==> config.mk <==
export PLATFORM = sky130hd
export DESIGN_NAME = switch_lattice_eval
export DESIGN_NICKNAME = d
export VERILOG_FILES = /design/src/rtl/lattice_pkg.sv /design/src/rtl/lat_site_decode.sv /design/src/rtl/lat_flood_step.sv /design/src/rtl/lat_sequencer.sv /design/src/rtl/switch_lattice_eval.sv
export SDC_FILE = /design/constraint.sdc
export NUM_CORES = 1
export LEC_CHECK = 0
export CAP_MARGIN = 20
export CORE_ASPECT_RATIO = 0.9
export CORE_MARGIN = 5
export CORE_UTILIZATION = 53
export DETAILED_ROUTE_END_ITERATION = 8
export HOLD_SLACK_MARGIN = 0.05
export PLACE_DENSITY = 0.84
export SYNTH_ARGS = -nofsm -noshare
export SYNTH_HDL_FRONTEND = slang
export SYNTH_SLANG_ARGS = --single-unit
==> constraint.sdc <==
create_clock -name clk -period 3.4 [get_ports clk]
set_clock_uncertainty 0.2 [all_clocks]
set_input_delay 0.51 -clock clk [delete_from_list [all_inputs] [get_ports clk]]
set_output_delay 0.51 -clock clk [all_outputs]
set_load 0.01 [all_outputs]
==> src/rtl/lattice_pkg.sv <==
package lattice_pkg;

   typedef enum logic {
      LAT_IDLE = 1'b0,
      LAT_RUN  = 1'b1
   } lat_state_e;

   // polarity bit plus an index wide enough that the top index value is
   // left free for the two constant codes
   function automatic int lat_code_width(input int nvars);
      return $clog2(nvars + 1) + 1;
   endfunction

endpackage

==> src/rtl/lat_site_decode.sv <==
module lat_site_decode #(
   parameter int NVARS  = 4,
   parameter int CODE_W = 4
) (
   input  logic [CODE_W-1:0] code,
   input  logic [NVARS-1:0]  var_in,
   output logic              site_on
);
   localparam int IDX_W = CODE_W - 1;
   localparam logic [CODE_W-1:0] CODE_OFF = '1;
   localparam logic [CODE_W-1:0] CODE_ON  = {{IDX_W{1'b1}}, 1'b0};

   logic [IDX_W-1:0] idx;
   logic             sel;
   logic             hit;

   assign idx = code[CODE_W-1:1];

   always_comb begin
      sel = 1'b0;
      hit = 1'b0;
      for (int i = 0; i < NVARS; i++) begin
         if (idx == IDX_W'(i)) begin
            sel = var_in[i];
            hit = 1'b1;
         end
      end
   end

   always_comb begin
      if (code == CODE_OFF)
         site_on = 1'b0;
      else if (code == CODE_ON)
         site_on = 1'b1;
      else if (hit)
         site_on = sel ^ code[0];
      else
         site_on = 1'b0;
   end
endmodule

==> src/rtl/lat_flood_step.sv <==
module lat_flood_step #(
   parameter int ROWS = 3,
   parameter int COLS = 3
) (
   input  logic [ROWS*COLS-1:0] site_on,
   input  logic [ROWS*COLS-1:0] reach_cur,
   output logic [ROWS*COLS-1:0] reach_nxt
);
   for (genvar r = 0; r < ROWS; r++) begin : g_row
      for (genvar c = 0; c < COLS; c++) begin : g_col
         localparam int I = r*COLS + c;
         logic from_up, from_dn, from_lf, from_rt;

         if (r > 0) begin : g_up
            assign from_up = reach_cur[I-COLS];
         end else begin : g_no_up
            assign from_up = 1'b0;
         end

         if (r < ROWS-1) begin : g_dn
            assign from_dn = reach_cur[I+COLS];
         end else begin : g_no_dn
            assign from_dn = 1'b0;
         end

         if (c > 0) begin : g_lf
            assign from_lf = reach_cur[I-1];
         end else begin : g_no_lf
            assign from_lf = 1'b0;
         end

         if (c < COLS-1) begin : g_rt
            assign from_rt = reach_cur[I+1];
         end else begin : g_no_rt
            assign from_rt = 1'b0;
         end

         assign reach_nxt[I] = reach_cur[I] |
                               (site_on[I] & (from_up | from_dn | from_lf | from_rt));
      end
   end
endmodule

==> src/rtl/lat_sequencer.sv <==
module lat_sequencer
   import lattice_pkg::*;
#(
   parameter int CAP   = 9,
   parameter int CNT_W = $clog2(CAP + 1)
) (
   input  logic             clk,
   input  logic             rst_n,
   input  logic             start,
   input  logic             settled,
   output logic             load,
   output logic             advance,
   output logic             finish,
   output logic             running,
   output logic [CNT_W-1:0] step_cnt
);
   lat_state_e state_q;
   logic       at_cap;

   assign running = (state_q == LAT_RUN);
   assign at_cap  = (step_cnt == CNT_W'(CAP - 1));
   assign load    = start && (state_q == LAT_IDLE);
   assign finish  = running && (settled || at_cap);
   assign advance = running && !finish;

   always_ff @(posedge clk) begin
      if (!rst_n) begin
         state_q  <= LAT_IDLE;
         step_cnt <= '0;
      end else if (load) begin
         state_q  <= LAT_RUN;
         step_cnt <= '0;
      end else if (finish) begin
         state_q  <= LAT_IDLE;
      end else if (advance) begin
         step_cnt <= step_cnt + 1'b1;
      end
   end
endmodule

==> src/rtl/switch_lattice_eval.sv <==
module switch_lattice_eval
   import lattice_pkg::*;
#(
   parameter int ROWS   = 3,
   parameter int COLS   = 3,
   parameter int NVARS  = 4,
   parameter int CODE_W = lat_code_width(NVARS)
) (
   input  logic                        clk,
   input  logic                        rst_n,
   input  logic                        start,
   input  logic [ROWS*COLS*CODE_W-1:0] lit_codes,
   input  logic [NVARS-1:0]            var_in,
   output logic                        done,
   output logic                        top_bottom,
   output logic                        left_right
);
   localparam int SITES = ROWS * COLS;
   localparam int CAP   = SITES;
   localparam int CNT_W = $clog2(CAP + 1);

   if (ROWS < 1 || COLS < 1) begin : g_bad_shape
      $error("lattice needs at least one row and one column");
   end
   if (NVARS < 1) begin : g_bad_vars
      $error("lattice needs at least one input variable");
   end
   if (CODE_W < lat_code_width(NVARS)) begin : g_bad_code
      $error("CODE_W too narrow for NVARS plus the two constant codes");
   end

   logic [SITES-1:0] on_w, on_q;
   logic [SITES-1:0] vseed, hseed;
   logic [SITES-1:0] vmask, hmask;
   logic [SITES-1:0] vnext, hnext;
   logic [COLS-1:0]  bottom_bits;
   logic [ROWS-1:0]  right_bits;
   logic             settled, load, advance, finish, running;
   logic [CNT_W-1:0] step_cnt;

   for (genvar s = 0; s < SITES; s++) begin : g_site
      lat_site_decode #(.NVARS(NVARS), .CODE_W(CODE_W)) u_dec (
         .code    (lit_codes[s*CODE_W +: CODE_W]),
         .var_in  (var_in),
         .site_on (on_w[s])
      );
   end

   for (genvar r = 0; r < ROWS; r++) begin : g_seed_r
      for (genvar c = 0; c < COLS; c++) begin : g_seed_c
         if (r == 0) begin : g_vs
            assign vseed[r*COLS+c] = on_w[r*COLS+c];
         end else begin : g_vz
            assign vseed[r*COLS+c] = 1'b0;
         end
         if (c == 0) begin : g_hs
            assign hseed[r*COLS+c] = on_w[r*COLS+c];
         end else begin : g_hz
            assign hseed[r*COLS+c] = 1'b0;
         end
      end
   end

   lat_flood_step #(.ROWS(ROWS), .COLS(COLS)) u_vstep (
      .site_on   (on_q),
      .reach_cur (vmask),
      .reach_nxt (vnext)
   );

   lat_flood_step #(.ROWS(ROWS), .COLS(COLS)) u_hstep (
      .site_on   (on_q),
      .reach_cur (hmask),
      .reach_nxt (hnext)
   );

   for (genvar c = 0; c < COLS; c++) begin : g_bot
      assign bottom_bits[c] = vnext[(ROWS-1)*COLS + c];
   end
   for (genvar r = 0; r < ROWS; r++) begin : g_right
      assign right_bits[r] = hnext[r*COLS + COLS - 1];
   end

   assign settled = (vnext == vmask) && (hnext == hmask);

   lat_sequencer #(.CAP(CAP), .CNT_W(CNT_W)) u_seq (
      .clk      (clk),
      .rst_n    (rst_n),
      .start    (start),
      .settled  (settled),
      .load     (load),
      .advance  (advance),
      .finish   (finish),
      .running  (running),
      .step_cnt (step_cnt)
   );

   always_ff @(posedge clk) begin
      if (!rst_n) begin
         on_q       <= '0;
         vmask      <= '0;
         hmask      <= '0;
         done       <= 1'b0;
         top_bottom <= 1'b0;
         left_right <= 1'b0;
      end else begin
         done <= finish;
         if (load) begin
            on_q  <= on_w;
            vmask <= vseed;
            hmask <= hseed;
         end else if (advance || finish) begin
            vmask <= vnext;
            hmask <= hnext;
         end
         if (finish) begin
            top_bottom <= |bottom_bits;
            left_right <= |right_bits;
         end
      end
   end
endmodule

Word level (Yosys, flattened, before mapping)
Cells that the tools add are included.
{"block": "totals", "regBits": 35, "in_bits": 43, "output_inout_bits": 3, "wordCells": 264}
{"block": "classes", "addsub": 1, "n_eq_ne": 48, "n_mux": 105, "bitwise": 78, "n_reduce_logical": 22}
{"cell": "2-to-1 mux 1 bit", "n": 101}
{"cell": "equality test 4 bit, second input constant", "n": 19}
{"cell": "equality test 3 x 2 -> 1 bit, second input constant", "n": 18}
{"cell": "bitwise OR 1 bit", "n": 48}
{"cell": "equality test 3 x 1 -> 1 bit, second input constant", "n": 9}
{"cell": "logical NOT 3 bit", "n": 9}
{"cell": "AND 1 bit", "n": 18}
{"cell": "equality test 9 bit", "n": 2}
{"cell": "2-to-1 mux 7 bit", "n": 2}
{"cell": "bitwise XOR 1 bit", "n": 9}
{"cell": "2-to-1 mux 3 bit", "n": 2}
{"cell": "OR reduction 3 bit", "n": 2}
{"cell": "adder 4 x 1 -> 4 bit, second input constant", "n": 1}
{"cell": "logical AND 1 bit", "n": 4}
{"cell": "nonzero test 2 bit", "n": 2}
{"cell": "inverter 1 bit", "n": 3}
{"cell": "logical OR 1 bit", "n": 2}
{"cell": "AND reduction 2 bit", "n": 1}
{"cell": "OR reduction 2 bit", "n": 1}
{"cell": "logical NOT 1 bit", "n": 1}

Logic depth before layout (Yosys ltp)
Gate-level depths: netlist of run 1.
{"block": "depth", "word_depth": 14, "depth_mapped": 6, "ltp_nobuf": 6}

Modules after synthesis
A second synthesis of run 1 with hierarchy kept.
{"block": "unflattened", "hier_cells": 297, "area_unflattened_um2": 2494.9}
{"module": "switch_lattice_eval", "n_inst": 1, "cells_each": 148, "area_per_inst_um2": 1297.5, "seq_area_each_um2": 600.6}
{"module": "lat_site_decode", "n_inst": 9, "cells_each": 9, "area_per_inst_um2": 73.8, "seq_area_each_um2": 0.0}
{"module": "lat_sequencer", "n_inst": 1, "cells_each": 32, "area_per_inst_um2": 287.8, "seq_area_each_um2": 100.1}
{"module": "lat_flood_step", "n_inst": 2, "cells_each": 18, "area_per_inst_um2": 122.6, "seq_area_each_um2": 0.0}

Least setup slack after synthesis of run 1
No wires, ideal clock.
{"block": "synth_path", "kind": "reg-to-reg", "from": "register hmask[4]", "to": "register left_right", "setup_time_ns": 0.086, "t_arrival_ns": 1.833, "required_time_ns": 3.114, "path_slack_ns": 1.280, "path_stages_with_launch": 7, "path_buffers": 0, "synth_period_minus_slack_ns": 2.120, "path_cell_list": "dfxtp_1 > or3_1 > and3b_1 > a2111oi_2 > nand4_2 > a21o_1 > a211oi_1"}
{"block": "synth_between", "elab_chain_len": 8, "word_cells_on_any_way": 20, "classes_between": "eq/ne: 1; bitwise: 15; reduce/logical: 4"}
{"item": "from (decl)", "line": "switch_lattice_eval.sv:34", "text": "logic [SITES-1:0] vmask, hmask;"}
{"item": "from (signal assigned)", "line": "switch_lattice_eval.sv:110", "text": "hmask <= hseed;"}
{"item": "from (signal assigned)", "line": "switch_lattice_eval.sv:113", "text": "hmask <= hnext;"}
{"item": "bitwise OR 1 bit (2 in a row)", "line": "lat_flood_step.sv:39", "text": "(site_on[I] & (from_up | from_dn | from_lf | from_rt));"}
{"item": "AND 1 bit", "line": "lat_flood_step.sv:39"}
{"item": "bitwise OR 1 bit", "line": "lat_flood_step.sv:38", "text": "assign reach_nxt[I] = reach_cur[I] |"}
{"item": "equality test 9 bit", "line": "switch_lattice_eval.sv:83", "text": "assign settled = (vnext == vmask) && (hnext == hmask);"}
{"item": "logical AND 1 bit", "line": "switch_lattice_eval.sv:83"}
{"item": "logical OR 1 bit", "line": "lat_sequencer.sv:23", "text": "assign finish = running && (settled || at_cap);"}
{"item": "logical AND 1 bit", "line": "lat_sequencer.sv:23"}
{"item": "to (signal assigned)", "line": "switch_lattice_eval.sv:117", "text": "left_right <= |right_bits;"}
{"item": "to (decl)", "line": "switch_lattice_eval.sv:16", "text": "output logic left_right"}
Parallel ways exist; a longest one is shown, timed or not.
A chain may end at the register's enable or synchronous reset.

Final worst setup path of run 1
{"block": "layout_path", "from": "register hmask[0]", "to": "register top_bottom"}
{"block": "layout_between", "elab_chain_len": 8, "word_cells_on_any_way": 13, "classes_between": "eq/ne: 1; bitwise: 9; reduce/logical: 3"}
{"item": "bitwise OR 1 bit (2 in a row)", "line": "lat_flood_step.sv:39"}
{"item": "AND 1 bit", "line": "lat_flood_step.sv:39"}
{"item": "bitwise OR 1 bit", "line": "lat_flood_step.sv:38"}
{"item": "equality test 9 bit (*)", "line": "switch_lattice_eval.sv:83"}
{"item": "logical AND 1 bit (*)", "line": "switch_lattice_eval.sv:83"}
{"item": "logical OR 1 bit (*)", "line": "lat_sequencer.sv:23"}
{"item": "logical AND 1 bit (*)", "line": "lat_sequencer.sv:23"}
{"item": "to (signal assigned)", "line": "switch_lattice_eval.sv:116", "text": "top_bottom <= |bottom_bits;"}
{"item": "to (decl)", "line": "switch_lattice_eval.sv:15", "text": "output logic top_bottom,"}
Mark *: on every way between the ends. The rest lies on a longest branch, timed or not.

==> implementation parameters, run 1 <==
Parameter                              Value

Placed design
  Number of port buffers ... 45
  Final HPWL from detailed placement ... 3.94 mm
  RD Place Congestion ... 0.936

Floorplan
  FP Rows ... 21
  Starting utilization of the core area ... 53.7%
  Placeable Area ... 0.00365 mm2
  Die outline width ... 74.1 um
  DIE HEIGHT ... 67.7 um
  Die footprint ... 0.00502 mm2
  Number of ports placed on the die boundary ... 46

Timing
  Final hold violation count ... 0
  Crit share post-route ... 69.6%
  Peak Freq ... 422 MHz
  Worst slew pin tran ... 0.460 ns
  Final setup violation count ... 0
  RSZ-0062 raised after global routing ... no
  Period minus WS final ... 2.37 ns
  Fin. max-slew vios ... 0
  Max-slew headroom ... 69.3%
  Sum of negative setup slack ... 0 ns

Routing
  Post-detailed-route count of antenna-violating nets ... 0
  Total routed wirelength ... 4.86 mm
  Count of unresolved DRC violations after routing ... 0
  Detailed router's first-iteration violation count ... 168
  Average wire length per cell after detail routing ... 15.3 um
  First-pass iteration count of the detailed router ... 4
  Vias per inst ... 5.93
  Total vias in the final route ... 1,881

Cells and area
  Share of post-route cells with drive strength above 1 ... 10.7%
  Synth-to-Final Area Change ... 32.8%
  Antenna cells ... 0
  Final Net Count ... 315
  Final core utilization ... 71.4%

Logic synthesis
  Netlist area before placement ... 0.00196 mm2
  Fraction of post-synthesis cell area in the top cell type by area ... 35.7%
  FFs w/ async S/R, synth ... 0%
  Top FF cell, synth ... dfxtp_1
  Biggest area contributors in the synthesized netlist ... dfxtp_1 36%, mux4_2 10%, o21ai_0 4.1%
  Top cell types by occurrence after synthesis ... 35 x dfxtp_1, 21 x nand2_1, 21 x nor2_1
  Post-Synthesis Net Count ... 265
  Portion of the post-synthesis area used by sequential elements ... 35.7%
  Number of warnings reported in the yosys synthesis log ... 0
  Distinct cells, synth ... 41
  Area leader, netlist ... dfxtp_1
  Syn Area/Cell ... 8.92 um2
  EDFF count, synth ... 0
  Instance count of the mapped netlist ... 220
  Library cell with the highest instance count after synthesis ... dfxtp_1
  Flops & latches, synth ... 35

Global routing
  GR Overflow Total ... 0
  First-pass GRT wire length ... 8.18 mm
  Number of global-route vias before repair ... 1,829
  Antenna violations before repair ... 0
  Gr usage total ... 21.3%
  Pin count of the biggest net entering global routing ... 17

Critical path
  Cell with the largest stage delay on the worst path ... or3_1
  Type of the worst setup path ... reg -> reg
  Delay of the slowest critical-path stage ... 0.40 ns
  Crit path buffers/inverters ... 0
  Cell chain of the critical path ... or3_1, a222oi_1, o2111a_1, nand4_2, a21o_1, a211oi_1
  Largest fanout on the critical path ... 7
  Crit path DAT ... 2.37 ns
  Sort of element at the start of the critical path ... flop
  Required time of the worst setup path ... 3.40 ns
  Worst Setup End Kind ... flop
  Crit-path leading delay family ... compound AO/OA/AOI/OAI gates

Clock tree
  Inserted Clock Buffers ... 5
  TritonCTS clock tree ... yes
  Clock Path Buffers ... 2
  Clock-pin slew reported for the worst setup and hold paths after clock tree synthesis ... 0.07 ns
  CTS sink count ... 35
  Post-CTS repair timing setup buffer count ... 0
  Clock latency reported for the late side of the worst-skew pair ... 0.29 ns
  Post-CTS resize count ... 0
  Hold-fix buffers at CTS ... 0
  H-tree depth reported by CTS ... 2
  Clk root buf ... clkbuf_8

Job
  Max-capacitance violation count ... 0

Pwr
  Maximum vdd ir drop ... 0.000199 V
  Design Power ... 1.08 mW
  Power density over cell area ... 416 mW/mm2
  Static leakage ... 0.991 nW

Outcome
  Status ... complete, no violations

Worst hold path
  Hold/Removal Path Class ... reg -> reg
-- registers in the layout, summed over array words and instances (netlist names) --
name and cells:
u_seq.step_cnt 4, top_bottom 1, left_right 1, done 1, hmask 9, on_q 9, u_seq.running 1, vmask 9
-- layout by cell type, fill, tap and decap left out, types with 4 or more instances in the layout --
master	n
clkdlybuf4s50_1	45
dfxtp_1	35
nor2_1	21
nand2_1	21
o21ai_0	16
inv_1	10
mux4_2	9
xnor2_1	8
nand4b_1	8
a21oi_1	8
o211ai_1	7
a31oi_1	7
nor2b_1	6
nor3_1	6
clkbuf_8	5
or2_2	4
o21a_1	4
-- metrics by stage --
step / hold slack (ns) / std cells / setup WS, ns / cell area (um2)
CTS: 0.266 / 317 / 1.04 / 2610
global placement: 0.247 / 309 / 1.07 / 2470
floorplan: 0.238 / 220 / 1.28 / 1960
finish: 0.262 / 317 / 1.03 / 2610
detailed placement: 0.254 / 309 / 0.995 / 2470
global route: 0.294 / 317 / 0.881 / 2610
-- worst register-to-register path: stages (launching register included) --
cell and delay [ns]:
dfxtp_1 0.34, or3_1 0.40, a222oi_1 0.40, o2111a_1 0.26, nand4_2 0.21, a21o_1 0.25
a211oi_1 0.23
-- layer usage --
metal  part of all wire (%)  global-route usage, %  vias to the layer above
met1                     42                   26.1                      868
li1                       -                      -                      932
met4                    1.3                   6.79                        0
met5                      0                      0                        -
met2                     46                   34.2                       76
met3                     10                   8.33                        5
-- cells by family after synthesis --
group           count (synthesis)  share of synthesized area, %
compound gates                 62                          21.8
xor+xnor                        8                          3.57
fa+ha+maj                       2                          1.28
buf+inv                        17                          3.25
flops                          35                          35.7
mux                            12                          11.9
simple gates                   84                          22.5
-- path summary, 6_finish.rpt --
kind | from | to | slack [ns] | cells after the start
worst max-delay path | hmask[0] | top_bottom | 1.03 | 6
worst min-delay path | left_right | left_right | 0.26 | 2
worst max register to register | hmask[0] | top_bottom | 1.03 | 6
worst min register to register | left_right | left_right | 0.26 | 2
-- cell type report --
| class | count | area (um2) |
|---|---|---|
| Multi-Input combinational cell | 168 | 1200 |
| Fill cell | 275 | 1050 |
| Timing Repair Buffer | 48 | 473 |
| Sequential cell | 35 | 701 |
| Tap cell | 46 | 57.6 |
| Clock buffer | 6 | 72.6 |
| Inverter | 12 | 45.0 |
| Clock inverter | 2 | 60.1 |
-- power by group --
part	total [mW]	switching [mW]	internal, mW	leakage (nW)
Clock	0.441	0.148	0.293	0.0654
Combinational	0.197	0.0854	0.111	0.641
Sequential	0.447	0.0182	0.429	0.285
Total	1.08	0.252	0.833	0.991
Power figures use the tool's default switching activity.
==> inputs of run 2 (changes only) <==
Settings changed: CORE_UTILIZATION 53 to 50, PLACE_DENSITY 0.84 to 0.8.
Clock period 3.4 ns to 2.33 ns, I/O delays scaled along.
==> run 2 against run 1 <==
Sequential power increased by 46%. Highest routed layer unchanged. Worst hold slack improved by 0.0052 ns. Register-to-register slack got worse by 0.96 ns. Fmax increased by 5.1%. Clock power increased by 28%. Critical path depth unchanged. Design area increased by 3.5%. Clock-buffer cell count unchanged. Power increased by 41%. Global-route usage decreased by 2.9 points. Die area increased by 5.1%. Via count increased by 4.5%.
==> implementation parameters, run 2 (synthesized netlist as in run 1, its figures left out) <==
Parameter                              Value

Global routing
  GR peak layer ... met2 (unchanged)
  Pin count of the biggest net entering global routing ... 17 (unchanged)
  GR Overflow Total ... 0 (unchanged)
  Global routing met3 resource utilization ... 5.84% (was 8.33%)
  First-pass GRT wire length ... 8.11 mm (was 8.18 mm)
  Gr usage total ... 18.4% (was 21.3%)
  Met1 track demand over resource in global routing ... 24.4% (was 26.1%)
  Antenna violations before repair ... 0 (unchanged)
  Number of global-route vias before repair ... 1,833 (was 1,829)
  GR Layer Usage met2 ... 27.1% (was 34.2%)

Pwr
  Static leakage ... 1.04 nW (was 0.991 nW)
  Maximum vdd ir drop ... 0.000217 V (was 0.000199 V)
  Design Power ... 1.53 mW (was 1.08 mW)
  Power density over cell area ... 569 mW/mm2 (was 416 mW/mm2)

Clock tree
  CTS sink count ... 35 (unchanged)
  Clock Path Buffers ... 2 (unchanged)
  Clock latency reported for the late side of the worst-skew pair ... 0.29 ns (about the same)
  H-tree depth reported by CTS ... 2 (unchanged)
  Clock-pin slew reported for the worst setup and hold paths after clock tree synthesis ... 0.07 ns (about the same)
  Clk root buf ... clkbuf_8 (unchanged)
  Inserted Clock Buffers ... 5 (unchanged)
  TritonCTS clock tree ... yes (unchanged)
  Hold-fix buffers at CTS ... 0 (unchanged)

Cells and area
  Antenna cells ... 0 (unchanged)
  Final Net Count ... 324 (was 315)
  Share of post-route cells with drive strength above 1 ... 15.7% (was 10.7%)
  Seq. cell area ... 703 um2 (was 701 um2)
  Final design instance area without fill ... 0.00270 mm2 (was 0.00261 mm2)
  Largest registers ... hmask x9, on_q x9, vmask x9 (unchanged)
  Multi-input gate area ... 0.00123 mm2 (was 0.00120 mm2)
  Most common cell after layout, fill and taps aside ... clkdlybuf4s50_1 (unchanged)
  Final cell count without fillers ... 326 (was 317)
  Number of inserted filler cells in the final layout ... 276 (was 275)
  Synth-to-Final Area Change ... 37.5% (was 32.8%)
  Commonest cells after routing, fill and taps aside ... 45 x clkdlybuf4s50_1, 33 x dfxtp_1, 21 x nor2_1, 21 x nand2_1, 16 x o21ai_0 (was 45 x clkdlybuf4s50_1, 35 x dfxtp_1, 21 x nor2_1, 21 x nand2_1, 16 x o21ai_0)

Timing
  Final hold violation count ... 0 (unchanged)
  Worst slew pin tran ... 0.485 ns (was 0.460 ns)
  Final WS setup ... 0.0762 ns (was 1.03 ns)
  Crit share post-route ... 96.7% (was 69.6%)
  Final setup violation count ... 0 (unchanged)
  Period minus WS final ... 2.25 ns (was 2.37 ns)
  Peak Freq ... 444 MHz (was 422 MHz)
  Fin. max-slew vios ... 0 (unchanged)
  Max-slew headroom ... 66.8% (was 69.3%)
  RSZ-0062 raised after global routing ... yes (was no)

Floorplan
  Number of ports placed on the die boundary ... 46 (unchanged)
  DIE HEIGHT ... 69.4 um (was 67.7 um)
  Die footprint ... 0.00528 mm2 (was 0.00502 mm2)
  Die outline width ... 76.0 um (was 74.1 um)
  Starting utilization of the core area ... 52.2% (was 53.7%)
  FP Rows ... 21 (unchanged)
  Placeable Area ... 0.00376 mm2 (was 0.00365 mm2)

Critical path
  Type of the worst setup path ... reg -> reg (unchanged)
  Worst Setup End Kind ... flop (unchanged)
  Largest fanout on the critical path ... 6 (was 7)
  Sort of element at the start of the critical path ... flop (unchanged)
  R2R Setup Slk ... 0.08 ns (was 1.03 ns)
  Required time of the worst setup path ... 2.34 ns (was 3.40 ns)
  Crit path DAT ... 2.27 ns (was 2.37 ns)

Placed design
  Number of cells in the design after placement ... 316 (was 309)
  Worst setup slack after placement ... 0.0636 ns (was 0.995 ns)
  RD Place Congestion ... 0.912 (was 0.936)
  Placement-stage cell area ... 0.00253 mm2 (was 0.00247 mm2)
  Number of port buffers ... 45 (unchanged)
  Final HPWL from detailed placement ... 3.92 mm (was 3.94 mm)

Routing
  Detailed router's first-iteration violation count ... 335 (was 168)
  Total routed wirelength ... 5.11 mm (was 4.86 mm)
  Average wire length per cell after detail routing ... 15.7 um (was 15.3 um)
  Post-detailed-route count of antenna-violating nets ... 0 (unchanged)
  Vias per inst ... 6.03 (was 5.93)
  Total vias in the final route ... 1,965 (was 1,881)
  First-pass iteration count of the detailed router ... 5 (was 4)
  Count of unresolved DRC violations after routing ... 0 (unchanged)

Worst hold path
  Hold/Removal Path Class ... reg -> reg (unchanged)

Outcome
  Status ... complete, no violations (unchanged)

Job
  Max-capacitance violation count ... 0 (unchanged)
-- run 2: routing by layer --
metal,vias up,share of wire [%]
met2,114,44
met1,886,42
met3,16,11
met4,0,2.3
li1,949,-
met5,-,0
-- run 2: worst max-delay path, cell delays in order, from the launching register on --
cell	delay, ns
dfxtp_2	0.33
or3_4	0.38
a222oi_1	0.35
o2111a_1	0.29
nand4_4	0.14
a21o_1	0.27
a211oi_2	0.22
-- run 2: where the power goes --
| group | switching (mW) | internal, mW | leakage (nW) |
|---|---|---|---|
| Sequential | 0.0255 | 0.625 | 0.286 |
| Combinational | 0.137 | 0.180 | 0.694 |
| Clock | 0.221 | 0.346 | 0.0612 |
| Total | 0.383 | 1.15 | 1.04 |
-- run 2: layout make-up --
class | instances | area share, %
Clock buffer | 6 | 3.06
Clock inverter | 2 | 1.30
Inverter | 12 | 1.67
Multi-Input combinational cell | 168 | 45.7
Sequential cell | 35 | 26.1
Tap cell | 46 | 2.13
Timing Repair Buffer | 57 | 20.0
-- run 2: metrics by stage --
step | util [%] | TNS, ns | hold WS, ns
after CTS | 70.4 | 0 | 0.259
after global placement | 67.2 | 0 | 0.245
after global routing | 71.8 | -0.0523 | 0.282
after floorplan | - | 0 | 0.238
final | 71.8 | 0 | 0.267
after detailed placement | 67.2 | 0 | 0.248
-- run 2: worst paths after layout --
kind | from | end | cells past startpoint
worst max-delay path | hmask[0] | left_right | 6
worst min register to register | u_seq.step_cnt[2] | u_seq.step_cnt[2] | 2
worst min-delay path | u_seq.step_cnt[2] | u_seq.step_cnt[2] | 2
worst max register to register | hmask[0] | left_right | 6
-- run 2: what timing repair did --
| item | in CTS | in global routing |
|---|---|---|
| buffers inserted | 0 | 2 |
| hold endpoints to repair | 0 | 0 |
| setup endpoints to repair | 0 | 7 |
| gates resized for setup | 0 | 7 |
==> inputs of run 3 (changes only) <==
Settings changed: PLACE_DENSITY 0.8 to 0.88.
Clock period 2.33 ns to 2.3 ns, I/O delays scaled along.
==> run 3 against run 2 <==
Sequential share of layout area up 0.29 points. Global-route usage increased by 1.4 points. Critical endpoint unchanged. Power decreased by 4.6%. Final cell count shrank 0.92%. Via count rose by 0.25%.
==> implementation parameters, run 3 (synthesized netlist as in run 1, its figures left out) <==
Parameter                              Value

Outcome
  Status ... complete, no violations (unchanged)

Clock tree
  H-tree depth reported by CTS ... 2 (unchanged)
  TritonCTS clock tree ... yes (unchanged)
  CTS sink count ... 35 (unchanged)
  Clk root buf ... clkbuf_8 (unchanged)
  Clock Path Buffers ... 2 (unchanged)
  Clock latency reported for the late side of the worst-skew pair ... 0.29 ns (about the same)
  Hold-fix buffers at CTS ... 0 (unchanged)
  Inserted Clock Buffers ... 5 (unchanged)
  Clock-pin slew reported for the worst setup and hold paths after clock tree synthesis ... 0.07 ns (about the same)

Critical path
  Worst Setup End Kind ... flop (unchanged)
  Crit path DAT ... 2.20 ns (was 2.27 ns)
  Sort of element at the start of the critical path ... flop (unchanged)
  Largest fanout on the critical path ... 7 (was 6)
  Required time of the worst setup path ... 2.31 ns (was 2.34 ns)
  Type of the worst setup path ... reg -> reg (unchanged)

Global routing
  First-pass GRT wire length ... 8.60 mm (was 8.11 mm)
  Antenna violations before repair ... 0 (unchanged)
  Pin count of the biggest net entering global routing ... 17 (unchanged)
  Gr usage total ... 19.7% (was 18.4%)
  GR Overflow Total ... 0 (unchanged)
  Number of global-route vias before repair ... 1,880 (was 1,833)

Cells and area
  Largest registers ... hmask x9, on_q x9, vmask x9 (unchanged)
  Antenna cells ... 0 (unchanged)
  Most common cell after layout, fill and taps aside ... clkdlybuf4s50_1 (unchanged)
  Final cell count without fillers ... 323 (was 326)
  Final core utilization ... 71.0% (was 71.8%)
  Share of post-route cells with drive strength above 1 ... 15.2% (was 15.7%)
  Synth-to-Final Area Change ... 36.0% (was 37.5%)
  Number of inserted filler cells in the final layout ... 287 (was 276)
  Final Net Count ... 321 (was 324)
  Commonest cells after routing, fill and taps aside ... 45 x clkdlybuf4s50_1, 33 x dfxtp_1, 21 x nor2_1, 21 x nand2_1, 16 x o21ai_0 (unchanged)

Routing
  Average wire length per cell after detail routing ... 15.9 um (was 15.7 um)
  First-pass iteration count of the detailed router ... 4 (was 5)
  Vias per inst ... 6.10 (was 6.03)
  Total routed wirelength ... 5.14 mm (was 5.11 mm)
  Detailed router's first-iteration violation count ... 156 (was 335)
  Post-detailed-route count of antenna-violating nets ... 0 (unchanged)
  Count of unresolved DRC violations after routing ... 0 (unchanged)
  Total vias in the final route ... 1,970 (was 1,965)

Timing
  Max-slew headroom ... 65.7% (was 66.8%)
  Peak Freq ... 458 MHz (was 444 MHz)
  Final hold violation count ... 0 (unchanged)
  Worst slew pin tran ... 0.510 ns (was 0.485 ns)
  Period minus WS final ... 2.18 ns (was 2.25 ns)
  Final setup violation count ... 0 (unchanged)
  Final WS setup ... 0.115 ns (was 0.0762 ns)
  Crit share post-route ... 95.0% (was 96.7%)
  Sum of negative setup slack ... 0 ns (unchanged)
  Fin. max-slew vios ... 0 (unchanged)
  RSZ-0062 raised after global routing ... no (was yes)

Floorplan
  Placeable Area ... 0.00376 mm2 (unchanged)
  DIE HEIGHT ... 69.4 um (unchanged)
  Number of ports placed on the die boundary ... 46 (unchanged)
  Die footprint ... 0.00528 mm2 (unchanged)
  Starting utilization of the core area ... 52.2% (unchanged)
  FP Rows ... 21 (unchanged)
  Die outline width ... 76.0 um (unchanged)

Placed design
  Number of port buffers ... 45 (unchanged)
  Worst setup slack after placement ... 0.0346 ns (was 0.0636 ns)
  Final HPWL from detailed placement ... 4.06 mm (was 3.92 mm)
  Number of cells in the design after placement ... 314 (was 316)
  RD Place Congestion ... 0.905 (was 0.912)

Pwr
  Power density over cell area ... 548 mW/mm2 (was 569 mW/mm2)
  Static leakage ... 1.02 nW (was 1.04 nW)
  Maximum vdd ir drop ... 0.000269 V (was 0.000217 V)

Job
  Max-capacitance violation count ... 0 (unchanged)

Worst hold path
  Hold/Removal Path Class ... reg -> reg (unchanged)
-- run 3: cell count changes in the layout (fill, tap and decap cells not counted), sizes merged --
cell / before / now
clkbuf: 6 / 7
clkinvlp: 0 / 1
clkinv: 3 / 2
bufinv: 1 / 0
buf: 12 / 9
-- run 3: final cells by class --
class,instances,area [um2],share of cell area [%]
timing repair buffer,54,518,19.4
tap,46,57.6,2.16
multi-input combinational,168,1240,46.5
clock buffer,7,96.3,3.61
clock inverter,1,7.51,0.281
sequential,35,703,26.4
inverter,12,45.0,1.69
-- run 3: report_power, final --
| group | switching (mW) | total, mW | leakage, nW | internal (mW) |
|---|---|---|---|---|
| Clock | 0.220 | 0.493 | 0.0505 | 0.272 |
| Combinational | 0.136 | 0.311 | 0.681 | 0.175 |
| Sequential | 0.0260 | 0.659 | 0.286 | 0.633 |
| Total | 0.382 | 1.46 | 1.02 | 1.08 |
-- run 3: timing repair --
item	CTS	global route
hold endpoints to repair	0	0
endpoints found under the setup margin	0	6
setup buffers	0	1
gates resized for setup	0	8
-- run 3: worst max-delay path, cell delays in order, from the launching register on --
cell	delay [ns]
dfxtp_1	0.32
or3_4	0.39
a222oi_1	0.34
o2111a_1	0.28
nand4_4	0.15
a21o_1	0.26
a211oi_2	0.17
-- run 3: path summary, 6_finish.rpt --
check                                        from                 to  slack [ns]  cells after the start
worst max-delay path                     hmask[0]         left_right        0.12                      6
worst min-delay path            u_seq.step_cnt[2]  u_seq.step_cnt[2]        0.26                      2
worst max register to register           hmask[0]         left_right        0.12                      6
worst min register to register  u_seq.step_cnt[2]  u_seq.step_cnt[2]        0.26                      2
-- run 3: stage by stage --
step | hold WS [ns] | power [mW] | cell area [um2]
2_1_floorplan | 0.238 | 0.821 | 1960
3_3_place_gp | 0.246 | 0.962 | 2510
3_5_place_dp | 0.247 | 0.970 | 2510
4_1_cts | 0.260 | 1.46 | 2620
5_1_grt | 0.281 | 1.53 | 2670
6_report | 0.262 | 1.46 | 2670
-- run 3: metal layers --
| metal | GRT usage [%] | vias to the layer above | part of all wire, % |
|---|---|---|---|
| met5 | 0 | - | 0 |
| met4 | 9.09 | 0 | 1.8 |
| met3 | 5.32 | 9 | 9.7 |
| met2 | 30.7 | 98 | 46 |
| met1 | 25.3 | 922 | 42 |
| li1 | - | 941 | - |
